`config.mk`:
```
export PLATFORM = sky130hd
export DESIGN_NAME = cpu_presence_map
export DESIGN_NICKNAME = d
export VERILOG_FILES = /design/src/rtl/cpm_pkg.sv /design/src/rtl/cpm_mode_ctl.sv /design/src/rtl/cpm_bitmap.sv /design/src/rtl/cpm_rd_port.sv /design/src/rtl/cpu_presence_map.sv
export SDC_FILE = /design/constraint.sdc
export NUM_CORES = 1
export LEC_CHECK = 0
export ABC_AREA = 0
export BUFFER_PORTS_ARGS = -buffer_cell sky130_fd_sc_hd__buf_2
export CORE_MARGIN = 3
export CORE_UTILIZATION = 46
export CTS_CLUSTER_SIZE = 25
export DETAILED_ROUTE_END_ITERATION = 6
export PLACE_DENSITY_LB_ADDON = 0.15
export SLEW_MARGIN = 10
export SYNTH_ARGS = -nofsm -noshare
export SYNTH_HDL_FRONTEND = slang
export SYNTH_SLANG_ARGS = --single-unit
```
`constraint.sdc`:
```
create_clock -name clk -period 6.6 [get_ports clk]
set_input_delay 0.66 -clock clk [delete_from_list [all_inputs] [get_ports clk]]
set_output_delay 0.66 -clock clk [all_outputs]
set_load 0.1 [all_outputs]
```
`src/rtl/cpm_pkg.sv`:
```
`timescale 1ns/1ps
package cpm_pkg;
   typedef enum logic [1:0] {
      PLUG_IDLE = 2'd0,
      PLUG_SET  = 2'd1,
      PLUG_FWD  = 2'd2
   } plug_route_e;
endpackage

```
`src/rtl/cpm_mode_ctl.sv`:
```
`timescale 1ns/1ps
module cpm_mode_ctl
   import cpm_pkg::*;
#(
   parameter int PLUG_ID_W = 10,
   parameter int IDX_W     = 8
) (
   input  logic                 clk,
   input  logic                 rst_n,
   input  logic                 plug_valid,
   input  logic [PLUG_ID_W-1:0] plug_id,
   input  logic                 switch_req,
   output logic                 legacy_mode,
   output plug_route_e          route,
   output logic                 gpe_pulse,
   output logic                 fwd_valid,
   output logic [PLUG_ID_W-1:0] fwd_id
);
   logic in_window;

   generate
      if (PLUG_ID_W > IDX_W) begin : g_wide_id
         assign in_window = (plug_id[PLUG_ID_W-1:IDX_W] == '0);
      end else begin : g_exact_id
         assign in_window = 1'b1;
      end
   endgenerate

   always_comb begin
      if (!plug_valid)                   route = PLUG_IDLE;
      else if (legacy_mode && in_window) route = PLUG_SET;
      else                               route = PLUG_FWD;
   end

   always_ff @(posedge clk) begin
      if (!rst_n) begin
         legacy_mode <= 1'b1;
         gpe_pulse   <= 1'b0;
         fwd_valid   <= 1'b0;
         fwd_id      <= '0;
      end else begin
         gpe_pulse <= (route == PLUG_SET);
         fwd_valid <= (route == PLUG_FWD);
         if (route == PLUG_FWD) fwd_id <= plug_id;
         if (switch_req || (plug_valid && !in_window)) legacy_mode <= 1'b0;
      end
   end
endmodule

```
`src/rtl/cpm_bitmap.sv`:
```
`timescale 1ns/1ps
module cpm_bitmap #(
   parameter int                       MAP_BYTES = 32,
   parameter logic [MAP_BYTES*8-1:0]   INIT_MASK = '0,
   localparam int                      IDX_W     = $clog2(MAP_BYTES*8),
   localparam int                      ADDR_W    = IDX_W - 3
) (
   input  logic                   clk,
   input  logic                   rst_n,
   input  logic                   set_en,
   input  logic [IDX_W-1:0]       set_idx,
   output logic [MAP_BYTES*8-1:0] map_flat
);
   logic [ADDR_W-1:0] set_byte;
   logic [2:0]        set_bit;

   assign set_byte = set_idx[IDX_W-1:3];
   assign set_bit  = set_idx[2:0];

   for (genvar b = 0; b < MAP_BYTES; b++) begin : g_byte
      localparam logic [ADDR_W-1:0] BYTE_NO = ADDR_W'(b);
      logic [7:0] byte_q;

      always_ff @(posedge clk) begin
         if (!rst_n)
            byte_q <= INIT_MASK[b*8 +: 8];
         else if (set_en && set_byte == BYTE_NO)
            byte_q <= byte_q | (8'd1 << set_bit);
      end

      assign map_flat[b*8 +: 8] = byte_q;
   end
endmodule

```
`src/rtl/cpm_rd_port.sv`:
```
`timescale 1ns/1ps
module cpm_rd_port #(
   parameter int  MAP_BYTES = 32,
   parameter int  BUS_BYTES = 4,
   localparam int ADDR_W    = $clog2(MAP_BYTES),
   localparam int SZ_W      = (BUS_BYTES > 1) ? $clog2(BUS_BYTES) : 1,
   localparam int OFF_W     = ADDR_W + SZ_W + 1
) (
   input  logic                   clk,
   input  logic                   rst_n,
   input  logic                   rd_en,
   input  logic [ADDR_W-1:0]      addr,
   input  logic [SZ_W-1:0]        size,
   input  logic                   legacy_mode,
   input  logic [MAP_BYTES*8-1:0] map_flat,
   output logic [BUS_BYTES*8-1:0] rd_data,
   output logic                   rd_valid
);
   logic [BUS_BYTES*8-1:0] lane_d;

   for (genvar k = 0; k < BUS_BYTES; k++) begin : g_lane
      localparam logic [SZ_W-1:0]  LANE_NO  = SZ_W'(k);
      localparam logic [OFF_W-1:0] LANE_OFF = OFF_W'(k);
      logic [OFF_W-1:0] off;

      assign off = OFF_W'(addr) + LANE_OFF;

      always_comb begin
         lane_d[k*8 +: 8] = 8'h00;
         if (legacy_mode && LANE_NO <= size && off < OFF_W'(MAP_BYTES))
            lane_d[k*8 +: 8] = map_flat[{off[ADDR_W-1:0], 3'b000} +: 8];
      end
   end

   always_ff @(posedge clk) begin
      if (!rst_n) begin
         rd_valid <= 1'b0;
         rd_data  <= '0;
      end else begin
         rd_valid <= rd_en;
         if (rd_en) rd_data <= lane_d;
      end
   end
endmodule

```
`src/rtl/cpu_presence_map.sv`:
```
`timescale 1ns/1ps
module cpu_presence_map
   import cpm_pkg::*;
#(
   parameter int                     MAP_BYTES = 32,
   parameter int                     BUS_BYTES = 4,
   parameter int                     PLUG_ID_W = 10,
   parameter logic [MAP_BYTES*8-1:0] INIT_MASK = {{(MAP_BYTES*8-4){1'b0}}, 4'hF},
   localparam int                    IDX_W     = $clog2(MAP_BYTES*8),
   localparam int                    ADDR_W    = $clog2(MAP_BYTES),
   localparam int                    SZ_W      = (BUS_BYTES > 1) ? $clog2(BUS_BYTES) : 1
) (
   input  logic                   clk,
   input  logic                   rst_n,
   input  logic                   rd_en,
   input  logic                   wr_en,
   input  logic [ADDR_W-1:0]      addr,
   input  logic [SZ_W-1:0]        size,
   input  logic [BUS_BYTES*8-1:0] wr_data,
   output logic [BUS_BYTES*8-1:0] rd_data,
   output logic                   rd_valid,
   input  logic                   plug_valid,
   input  logic [PLUG_ID_W-1:0]   plug_id,
   output logic                   gpe_pulse,
   output logic                   fwd_valid,
   output logic [PLUG_ID_W-1:0]   fwd_id,
   output logic                   legacy_mode
);
   if (MAP_BYTES < 1 || (MAP_BYTES & (MAP_BYTES - 1)) != 0) begin : g_chk_map
      $error("MAP_BYTES must be a power of two");
   end
   if (BUS_BYTES < 1 || BUS_BYTES > 8) begin : g_chk_bus
      $error("BUS_BYTES must lie in 1..8");
   end
   if (PLUG_ID_W < IDX_W) begin : g_chk_id
      $error("PLUG_ID_W too narrow for the map");
   end

   plug_route_e            route;
   logic                   switch_req;
   logic [MAP_BYTES*8-1:0] map_flat;
   logic                   unused_wr;

   assign switch_req = wr_en && (addr == '0) && (wr_data[7:0] == 8'h00);
   assign unused_wr  = ^wr_data;

   cpm_mode_ctl #(.PLUG_ID_W(PLUG_ID_W), .IDX_W(IDX_W)) u_mode (
      .clk(clk), .rst_n(rst_n), .plug_valid(plug_valid), .plug_id(plug_id),
      .switch_req(switch_req), .legacy_mode(legacy_mode), .route(route),
      .gpe_pulse(gpe_pulse), .fwd_valid(fwd_valid), .fwd_id(fwd_id)
   );

   cpm_bitmap #(.MAP_BYTES(MAP_BYTES), .INIT_MASK(INIT_MASK)) u_map (
      .clk(clk), .rst_n(rst_n), .set_en(route == PLUG_SET),
      .set_idx(plug_id[IDX_W-1:0]), .map_flat(map_flat)
   );

   cpm_rd_port #(.MAP_BYTES(MAP_BYTES), .BUS_BYTES(BUS_BYTES)) u_rd (
      .clk(clk), .rst_n(rst_n), .rd_en(rd_en), .addr(addr), .size(size),
      .legacy_mode(legacy_mode), .map_flat(map_flat),
      .rd_data(rd_data), .rd_valid(rd_valid)
   );
endmodule

```
* Word-level counts from Yosys, hierarchy flattened *
Cells that the tools add are included.

storage, ports and cells
  register bits = 302
  input port bits = 54
  output and inout bits = 46

operators by class
  add/sub/neg operators = 3
  $lt $le $gt $ge = 8
  equality and inequality tests = 33
  shift operators = 5
  muxes and demuxes = 6
  bitwise operators = 32
  reduce and logical (&&, ||, !) cells = 50

operator list
  cell                                                                             number
  256-bit by 9-bit indexed part select with 8-bit output                           4
  8-bit bitwise OR                                                                 32
  5-bit equality test, second input constant                                       16
  1-bit logical AND                                                                44
  5-bit by 4-bit equality test with 1-bit output, second input constant            8
  8-bit 2-to-1 mux                                                                 4
  8-bit by 6-bit less-than comparator with 1-bit output, second input constant     3
  5-bit by 3-bit equality test with 1-bit output, second input constant            4
  5-bit by 2-bit adder with 6-bit output, second input constant                    2
  5-bit by 2-bit equality test with 1-bit output, second input constant            2
  5-bit logical NOT                                                                2
  8-bit logical NOT                                                                1
  1-bit by 3-bit left shift with 8-bit output, first input constant                1
  5-bit by 1-bit adder with 6-bit output, second input constant                    1
  5-bit by 6-bit less-than comparator with 1-bit output, second input constant     1
  5-bit by 1-bit equality test with 1-bit output, second input constant            1
  1-bit by 2-bit less-or-equal comparator with 1-bit output, first input constant  2
  2-bit less-or-equal comparator, first input constant                             2
  2-bit 2-to-1 mux                                                                 2
  2-bit by 1-bit equality test with 1-bit output, second input constant            1
  2-bit equality test, second input constant                                       1
  2-bit logical NOT                                                                1
  1-bit logical NOT                                                                1
  1-bit logical OR                                                                 1

* Depth between registers and ports, before layout *
Gate-level depths: netlist of the first run.

  word-level depth = 6
  gate-level depth with buffers = 16
  gate-level depth less buffers = 8

* Modules after synthesis *
From an unflattened synthesis of the first run, not the netlist that was laid out.

second synthesis, totals
  cells, all modules = 1705
  area total of the unflattened synthesis = 18586.6 um2

by module, submodules not included
  module            times used  cells each  area an instance (um2)  sequential area each (um2)
  cpm_rd_port       1           741         9354.0                  660.6
  cpm_bitmap        1           904         8688.3                  5124.9
  cpm_mode_ctl      1           54          498.0                   260.2
  cpu_presence_map  1           6           46.3                    0.0

* Least setup slack after synthesis of the first run *
Ideal clock, no wire load.

  kind = in2reg
  start point = in addr[1]
  end point = reg u_rd.rd_data[24]
  arrival = 3551 ps
  required time = 6468 ps
  path slack = 2917 ps
  stages on the path = 14
  buffers on the path = 8
  cell sequence = clkbuf_1 > buf_4 > buf_4 > buf_4 > buf_4 > inv_1 > ha_1 > buf_4 > buf_4 > buf_2 > mux4_2 > mux4_2 > nor3_1 > nor3_1

on the way
  cells in the longest elaborated chain, start to end = 4
  elaborated cells on any way between the ends = 5
  those cells by class = add/sub: 1; order compare: 1; shift: 1; mux: 1; reduce/logical: 1

ends and longest elaborated chain
  item                                                                                                            line                    text
  start, declared                                                                                                 cpu_presence_map.sv:17  input logic [ADDR_W-1:0] addr,
  5-bit by 2-bit adder with 6-bit output (*)                                                                      cpm_rd_port.sv:26       assign off = OFF_W'(addr) + LANE_OFF;
  parallel branches: the longest is 2 deep, another holds 256-bit by 9-bit indexed part select with 8-bit output  -
  8-bit 2-to-1 mux (*)                                                                                            cpm_rd_port.sv:30       if (legacy_mode && LANE_NO <= size && off < OFF_W'(MAP_BYTES))
  end signal, assigned                                                                                            cpm_rd_port.sv:41       if (rd_en) rd_data <= lane_d;
  end, declared                                                                                                   cpm_rd_port.sv:16       output logic [BUS_BYTES*8-1:0] rd_data,

Mark *: on every way between the ends.
A chain may end at the register's enable or synchronous reset.

* Worst setup path in the final report of the first run *
  start point = in addr[0]
  end point = reg u_rd.rd_data[10]

on the way
  cells in the longest elaborated chain, start to end = 4
  elaborated cells on any way between the ends = 5
  those cells by class = add/sub: 1; order compare: 1; shift: 1; mux: 1; reduce/logical: 1

ends and longest elaborated chain
  item                                                                                                            line
  5-bit by 1-bit adder with 6-bit output (*)                                                                      cpm_rd_port.sv:26
  parallel branches: the longest is 2 deep, another holds 256-bit by 9-bit indexed part select with 8-bit output  -
  8-bit 2-to-1 mux (*)                                                                                            cpm_rd_port.sv:30

Marked as above.

==> results of run 1 <==
## area by class of cell
class	count	area [sq um]	area share, %
clock buffer	51	1080	5.36
clock inverter	12	191	0.951
inverter	4	20.0	0.0995
multi-input combinational	1271	11500	56.9
sequential	302	6050	30.0
tap	518	648	3.22
timing repair buffer	112	684	3.40
## metal layers
layer / wire, um / GRT usage [%]
met5: 0 / 0
met4: 3110 / 14.0
met2: 27300 / 43.5
met1: 24700 / 41.4
met3: 7400 / 9.06
## sequential cells by signal, indices dropped and copies added (netlist names)
name,flops
u_map.g_byte.byte_q,256
u_rd.rd_data,32
u_mode.fwd_id,10
u_mode.fwd_valid,1
u_mode.gpe_pulse,1
u_mode.legacy_mode,1
u_rd.rd_valid,1
## placed cells by master (no fill, tap or decap), types with 6 or more instances in the layout
cell type,n
nor2_1,340
a32o_1,8
buf_4,37
a211oi_1,7
mux2i_1,23
clkbuf_16,37
nor2b_1,14
nand3_1,27
nand2_1,148
o21a_1,32
a21oi_1,143
o22ai_1,9
and2_1,7
dfxtp_1,302
clkbuf_8,10
o31ai_1,13
nor3_2,6
a31oi_1,114
nor4_1,8
mux4_2,272
buf_2,72
a22o_1,9
nor3_1,17
mux2_2,6
## worst min-delay path by stage
stage,from,endpoint,depth (start not counted)
after floorplan,u_map.g_byte[0].byte_q[0]$_SDFFE_PN1P_,u_map.g_byte[0].byte_q[0]$_SDFFE_PN1P_,1
after global placement,u_rd.rd_data[8]$_SDFFE_PN0P_,u_rd.rd_data[8]$_SDFFE_PN0P_,2
after detailed placement,u_rd.rd_data[8]$_SDFFE_PN0P_,u_rd.rd_data[8]$_SDFFE_PN0P_,2
after CTS,plug_id[7],u_mode.fwd_id[7]$_SDFFE_PN0P_,3
after global routing,plug_id[9],u_mode.fwd_id[9]$_SDFFE_PN0P_,3
final,plug_id[7],u_mode.fwd_id[7]$_SDFFE_PN0P_,3
## metrics by stage
stage	util [%]	instance area (sq um)	hold WS, ps	setup WS [ps]	instances
finish	51.7	20100	377	2670	2270
global route	51.7	20100	393	2580	2270
CTS	51.7	20100	365	2880	2270
detailed placement	48.4	18900	436	2320	2207
global placement	48.4	18900	444	2350	2207
floorplan	-	18200	466	2920	1743
## logic make-up after synthesis
family / after synthesis / share of synthesized area [%]
multiplexers: 301 / 35.2
XOR/XNOR: 13 / 0.974
adder cells (fa/ha/maj): 4 / 0.275
AO/OA/AOI/OAI: 356 / 12.1
flip-flops: 302 / 33.2
buffers and inverters: 170 / 4.53
AND/OR/NAND/NOR: 597 / 13.7
## power by group
part,internal (mW),leakage [nW],switching [mW]
Combinational,0.183,3.93,0.465
Clock,1.33,0.627,0.811
Sequential,1.84,2.44,0.0109
Total,3.35,6.99,1.29
## critical path, cell delays in order
cell and delay (ps):
buf_8 500, ha_1 450, xor2_2 910, buf_4 450, mux4_2 350, a211oi_1 650
o31ai_1 110
==> results.toml, run 1 <==
[synth]
netlist_top_cells_area = "mux4_2 (34%), dfxtp_1 (33%), nor2_1 (7.1%)"
synth_top_area_share_pct = 33.6
synth_most_common_cell = "nor2_1"
synth_cells = 1743
yosysSeqAreaShare_pct = 33.2
netlist_area_sq_um = 18200
synth_common_cells = "nor2_1 (344), dfxtp_1 (302), mux4_2 (272)"
synth_edf_count = 0
netlist.top_cell.by_area = "mux4_2"
yosysWarnings = 0
syn_avg_cell_area_sq_um = 10.5
postSynth.asyncResetShare_pct = 0
yosys_most_used_dff = "dfxtp_1"
synth_fp_nets = 1801
synth.distinct_cells = 57
ys_ff_latch = 302

[sta]
min_period_ps = 3930
finalMaxSlewViolations = 0
grt_setup_unrepaired = "false"
tightest_slew_ps = 1390
hold_violations = 0
fmax_ghz = 0.254
max_slew_margin_pct = 6.95
skew_ps = 23.9
fin_tns_setup_ps = 0
setup_viol = 0
fin_crit_sh_pct = 59.6

[run_status]
outcome = "complete, no violations"

[clock_network]
numCtsBuffers = 36
clock-sinks = 302
ctsResizeCount = 0
htreeDepth = 2
cts_tree = "built"
cts_setup_buffers = 0
clk_latency_ps = 550
root_buffer = "clkbuf_16"
hold_buffers = 0
clockBufferDepth = 3
clk_pin_slew_ps = 60

[setup_path]
start_kind = "input port"
reg2reg_to = "u_map.g_byte[11].byte_q[2]$_SDFFE_PN0P_"
crit_end = "u_rd.rd_data[10]$_SDFFE_PN0P_"
reg2reg_depth = 6
worstSetupPathType = "in2reg"
cp.required_ps = 7010
critPathLaunch = "addr[0]"
r2r_setup_slack_ps = 3880
cp_max_fo = 96
crit_arrival_ps = 4340
r2r_start = "u_mode.legacy_mode$_SDFFE_PN1P_"
worst_setup_path_end_kind = "register"

[drt]
drc_errors = 0
via_per_inst = 6.75
drt_wl_total_mm = 62.4
route.vias.total = 15300
drtIter0Drc = 1465
final_antenna_net_count = 0
drtPass1Iterations = 5
wl_per_cell_um = 27.5

[worst_hold_path]
hold_class = "in2reg"

[place]
io_buffers = 75
dp_hpwl_mm = 40.7
place_congestion = 0.928

[power]
peakVddDrop_v = 0.000223
p_leak_nw = 6.99
power_mw = 4.64
power_density_nw_per_um2 = 230

[final_layout]
n_antenna_cell = 0
n_fill_cell = 3493
drive_above_1_share_pct = 27.8
syn_to_final_growth_pct = 10.4
fin_nets = 1785

[floorplanning]
dieArea_sq_um = 42100
start_util_pct = 46.8
io_pins = 100
fp.dieW_um = 205
num_rows = 72
core_sq_um = 38900
die_h_um = 205

[global_routing]
grt_overflow_total = 0
grt_pass1_wl_mm = 94.1
antenna_found_initial = 0
grt_pass1_vias = 14700
grt_start_max_net_pins = 114
grt_use_total_pct = 30.1

[run]
cap_violations = 0
Note: power is estimated with default switching activity, not from simulation.
==> run 2, diff against run 1 <==
- clock period: 6.6 -> 3.15 ns (I/O delays scaled with it)
==> results.toml, run 2 (synthesized netlist as in run 1, its figures left out) <==
[drt]
drt_wl_total_mm = 64.8
final_antenna_net_count = 0
via_per_inst = 6.75
route.vias.total = 15600
drtPass1Iterations = 5
drtIter0Drc = 1571
wl_per_cell_um = 28.0
drc_errors = 0

[sta]
skew_ps = 16.2
min_period_ps = 2310
fin_tns_setup_ps = 0
hold_violations = 0
fin_crit_sh_pct = 73.3
max_slew_margin_pct = 31.3
finalMaxSlewViolations = 0
fmax_ghz = 0.433
setup_viol = 0
grt_setup_unrepaired = "false"
tightest_slew_ps = 1030

[final_layout]
fin_area_sq_um = 20600
fin_nets = 1835
layout_commonest_cell = "nor2_1"
final_cells = 2316
mostFrequentLayoutCells = "nor2_1 (340), dfxtp_1 (302), mux4_2 (272)"
largest_reg_flops = 256
n_antenna_cell = 0
syn_to_final_growth_pct = 13.0
drive_above_1_share_pct = 29.6
top_regs = "u_map.g_byte.byte_q: 256 flops, u_rd.rd_data: 32 flops, u_mode.fwd_id: 10 flops"
regMostFlops = "u_map.g_byte.byte_q"

[place]
dp_hpwl_mm = 43.5
io_buffers = 75
placed_cell_area_sq_um = 19400
place_congestion = 0.927
dp.cells = 2256

[power]
switching_power_mw = 2.73
peakVddDrop_v = 0.000397
p_leak_nw = 7.27
seqPwrFrac_pct = 40.3
p_sw_share_pct = 28.4
power_frac_comb_pct = 15.2
intPower_mw = 6.87
power_density_nw_per_um2 = 466
pwr-share-clk_pct = 44.5

[setup_path]
r2r_start = "u_mode.legacy_mode$_SDFFE_PN1P_"
crit_end = "u_rd.rd_data[12]$_SDFFE_PN0P_"
worst_setup_path_end_kind = "register"
crit_arrival_ps = 2750
start_kind = "input port"
reg2reg_to = "u_map.g_byte[27].byte_q[7]$_SDFFE_PN0P_"
cp_max_fo = 21
critPathLaunch = "addr[2]"
reg2reg_depth = 6
r2r_setup_slack_ps = 920
worstSetupPathType = "in2reg"
cp.required_ps = 3590

[clock_network]
root_buffer = "clkbuf_16"
hold_buffers = 0
clockBufferDepth = 3
clock-sinks = 302
clk_latency_ps = 550
ctsResizeCount = 0
cts_tree = "built"
clk_pin_slew_ps = 60
cts_setup_buffers = 0
htreeDepth = 2
numCtsBuffers = 37

[global_routing]
grt_overflow_total = 0
grt_use_total_pct = 30.9
grt_start_max_net_pins = 74
antenna_found_initial = 0
grt_pass1_vias = 14900
grt_pass1_wl_mm = 96.6

[worst_hold_path]
hold_class = "in2reg"
hold-path-cell-count = 3

[floorplanning]
start_util_pct = 46.8
core_sq_um = 38900
die_h_um = 205
io_pins = 100
num_rows = 72
fp.dieW_um = 205
dieArea_sq_um = 42100

[run_status]
outcome = "complete, no violations"

[run]
cap_violations = 0
==> run 2: power by group through the flow <==
stage / Clock (mW) / Sequential [mW] / Combinational, mW
global route: 4.47 / 3.87 / 1.51
detailed placement: 0 / 3.95 / 1.44
global placement: 0 / 3.95 / 1.43
floorplan: 0 / 4.13 / 0.799
finish: 4.27 / 3.87 / 1.46
CTS: 4.32 / 3.87 / 1.44
==> run 2: cell type report <==
type                            instances  area (sq um)
Clock buffer                           46          1040
Clock inverter                         14           150
Fill cell                            3545         18300
Inverter                                4          23.8
Multi-Input combinational cell       1271         11500
Sequential cell                       302          6050
Tap cell                              518           648
Timing Repair Buffer                  161          1240
==> run 2: stage by stage <==
stage / worst slack [ps] / hold slack, ps / utilization [%] / power, mW
6_report: 840 / 33.8 / 52.9 / 9.60
5_1_grt: 798 / 34.8 / 52.9 / 9.85
4_1_cts: 904 / 16.2 / 52.9 / 9.63
3_5_place_dp: 334 / 444 / 49.9 / 5.39
3_3_place_gp: 377 / 444 / 49.9 / 5.38
2_1_floorplan: 8.31 / 451 / - / 4.93
==> run 2: metal layers <==
layer / vias to the layer above / track usage (%) / share of wire, %
li1: 6674 / - / -
met1: 7845 / 43.0 / 40
met2: 941 / 47.1 / 45
met3: 172 / 7.13 / 11
met4: 0 / 12.3 / 4.6
met5: - / 0 / 0
==> run 2: critical path, stage by stage <==
cell      delay (ps)
buf_4            250
ha_1             340
and2_1           260
xnor2_1          580
nand2b_1         390
a211oi_1         350
buf_4            190
o31ai_1           60
==> run 2: worst min-delay path by stage <==
stage / start / slack [ps] / endpoint
after global routing: plug_id[9] / 30 / u_mode.fwd_id[9]$_SDFFE_PN0P_
after floorplan: plug_id[9] / 450 / u_mode.fwd_id[9]$_SDFFE_PN0P_
after detailed placement: u_rd.rd_data[6]$_SDFFE_PN0P_ / 440 / u_rd.rd_data[6]$_SDFFE_PN0P_
after CTS: plug_id[9] / 20 / u_mode.fwd_id[9]$_SDFFE_PN0P_
after global placement: u_rd.rd_data[1]$_SDFFE_PN0P_ / 440 / u_rd.rd_data[1]$_SDFFE_PN0P_
final: plug_id[9] / 30 / u_mode.fwd_id[9]$_SDFFE_PN0P_
==> run 3, diff against run 2 <==
- ABC_AREA: 0 -> 1
- clock period: 3.15 -> 2.1 ns (I/O delays scaled with it)
==> results.toml, run 3 <==
[synth]
synth_fp_nets = 2976
netlist.top_cell.by_area = "dfxtp_1"
synth_top_area_share_pct = 33.3
synth.distinct_cells = 31
postSynth.asyncResetShare_pct = 0
yosysWarnings = 0
netlist_top_cells_area = "dfxtp_1 (33%), nand3_1 (24%), nand2_1 (18%)"
yosysSeqAreaShare_pct = 33.3
synth_compound_area_share_pct = 8.94
synth_top_family_by_area = "simple AND/OR/NAND/NOR gates"
muxShareOfSynthArea_pct = 0
synth_most_common_cell = "nand3_1"
synth-simple-area-share_pct = 48.9
yosys_most_used_dff = "dfxtp_1"
synth_edf_count = 0
synth_xor_area_share_pct = 0.572
yosys.area_share.adder_pct = 0.276
syn_avg_cell_area_sq_um = 6.22
ys_ff_latch = 302
netlist_area_sq_um = 18200
synth_common_cells = "nand3_1 (867), nand2_1 (849), dfxtp_1 (302)"
synth_cells = 2918

[setup_path]
r2r_start = "u_mode.legacy_mode$_SDFFE_PN1P_"
critPathLaunch = "u_mode.legacy_mode$_SDFFE_PN1P_"
worstPathCellList = "nand2_1 -> nor2_1 -> nand2_1 -> buf_4 -> nor2_4 -> a21oi_1 -> nor2_1"
critical_path.top_delay_family = "simple AND/OR/NAND/NOR gates"
cp_max_fo = 12
cp.required_ps = 2600
worstSetupPathType = "reg2reg"
crit_arrival_ps = 2350
cpPeakStageDelay_ps = 420
path_buf_inv = 1
crit_slowest_cell = "dfxtp_1"
worst_setup_path_end_kind = "register"
start_kind = "register"

[sta]
finalMaxSlewViolations = 0
skew_ps = 23.3
max_slew_margin_pct = 59.4
layout_setup_ws_ps = 255
tightest_slew_ps = 608
hold_violations = 0
fin_crit_sh_pct = 87.9
setup_viol = 0
grt_setup_unrepaired = "false"
fmax_ghz = 0.542
min_period_ps = 1850

[floorplanning]
fp.dieW_um = 205
dieArea_sq_um = 41900
io_pins = 100
start_util_pct = 46.8
die_h_um = 205
num_rows = 72
core_sq_um = 38800

[drt]
drtIter0Drc = 3092
drt_wl_total_mm = 75.3
route.vias.total = 21400
final_antenna_net_count = 0
drtPass1Iterations = 7
via_per_inst = 6.11
drc_errors = 5
wl_per_cell_um = 21.5

[clock_network]
cts_setup_buffers = 0
clk_latency_ps = 570
clock-sinks = 302
htreeDepth = 2
root_buffer = "clkbuf_16"
cts_tree = "built"
ctsResizeCount = 0
numCtsBuffers = 37
hold_buffers = 9
clk_pin_slew_ps = 60
clockBufferDepth = 3

[final_layout]
fin_area_sq_um = 21000
mostFrequentLayoutCells = "nand3_1 (867), nand2_1 (849), dfxtp_1 (302)"
regMostFlops = "u_map.g_byte.byte_q"
largest_reg_flops = 256
layout_commonest_cell = "nand3_1"
fin_nets = 3011
syn_to_final_growth_pct = 15.7
top_regs = "u_map.g_byte.byte_q: 256 flops, u_rd.rd_data: 32 flops, u_mode.fwd_id: 10 flops"
drive_above_1_share_pct = 11.2

[global_routing]
grt_pass1_vias = 19400
grt_pass1_wl_mm = 113
grt_use_total_pct = 35.2
antenna_found_initial = 1
grt_overflow_total = 0
grt_start_max_net_pins = 83

[power]
p_leak_nw = 8.74
power_density_nw_per_um2 = 773
peakVddDrop_v = 0.000765
power_mw = 16.2

[worst_hold_path]
min_from = "plug_valid"
hold_class = "in2reg"

[place]
io_buffers = 75
dp_hpwl_mm = 51.5
place_congestion = 1.01
place_ws_ps = -1.50
placed_cell_area_sq_um = 19600

[run_status]
violations = "design-rule violations"
outcome = "finished with violations"

[run]
cap_violations = 0
## run 3: path summary, 6_finish.rpt
path	endpoint	slack, ps	cells past startpoint
worst min-delay path	u_mode.fwd_valid$_SDFF_PN0_	30	3
worst max register to register	u_map.g_byte[31].byte_q[1]$_SDFFE_PN0P_	250	7
worst min register to register	u_rd.rd_data[17]$_SDFFE_PN0P_	460	2
worst max-delay path	u_map.g_byte[31].byte_q[1]$_SDFFE_PN0P_	250	7
## run 3: power breakdown
part	switching, mW	leakage (nW)	total (mW)	internal [mW]
registers	0.0273	2.44	5.80	5.78
logic	2.34	5.62	3.29	0.947
clock network	2.68	0.679	7.14	4.46
## run 3: metrics by stage
step | setup TNS, ps | hold slack [ps] | cells | utilization (%)
5_1_grt | 0 | 80.4 | 3499 | 54.1
3_3_place_gp | 0 | 420 | 3423 | 50.4
3_5_place_dp | -1.50 | 429 | 3423 | 50.4
2_1_floorplan | 0 | 303 | 2918 | -
6_report | 0 | 31.2 | 3500 | 54.1
4_1_cts | 0 | 34.2 | 3499 | 54.1
## run 3: worst register-to-register path, cell delays in order, from the launching register on
cell	delay [ps]
dfxtp_1	420
nand2_1	100
nor2_1	280
nand2_1	100
buf_4	250
nor2_4	390
a21oi_1	130
nor2_1	110
## run 3: routing by layer
layer  GRT usage, %  vias up  wire length [um]
met5              0        -                 0
met4           18.1        0              4390
met3           7.61      260              9550
met2           50.4     1459             30400
met1           49.4     9813             31000
li1               -     9858                 -
## run 3: cells by family after synthesis
group,after synthesis
XOR/XNOR,5
AND/OR/NAND/NOR,2002
adder cells (fa/ha/maj),4
buffers and inverters,288
flip-flops,302
AO/OA/AOI/OAI,317
## run 3: area by class of cell
type,instances,area [sq um]
flip-flops and latches,302,6050
multi-input cells,2328,10700
fillers,3871,17800
diodes,1,2.50
inverters,78,310
well taps,518,648
repair buffers,206,1920
clock inverters,18,295
clock buffers,49,1070
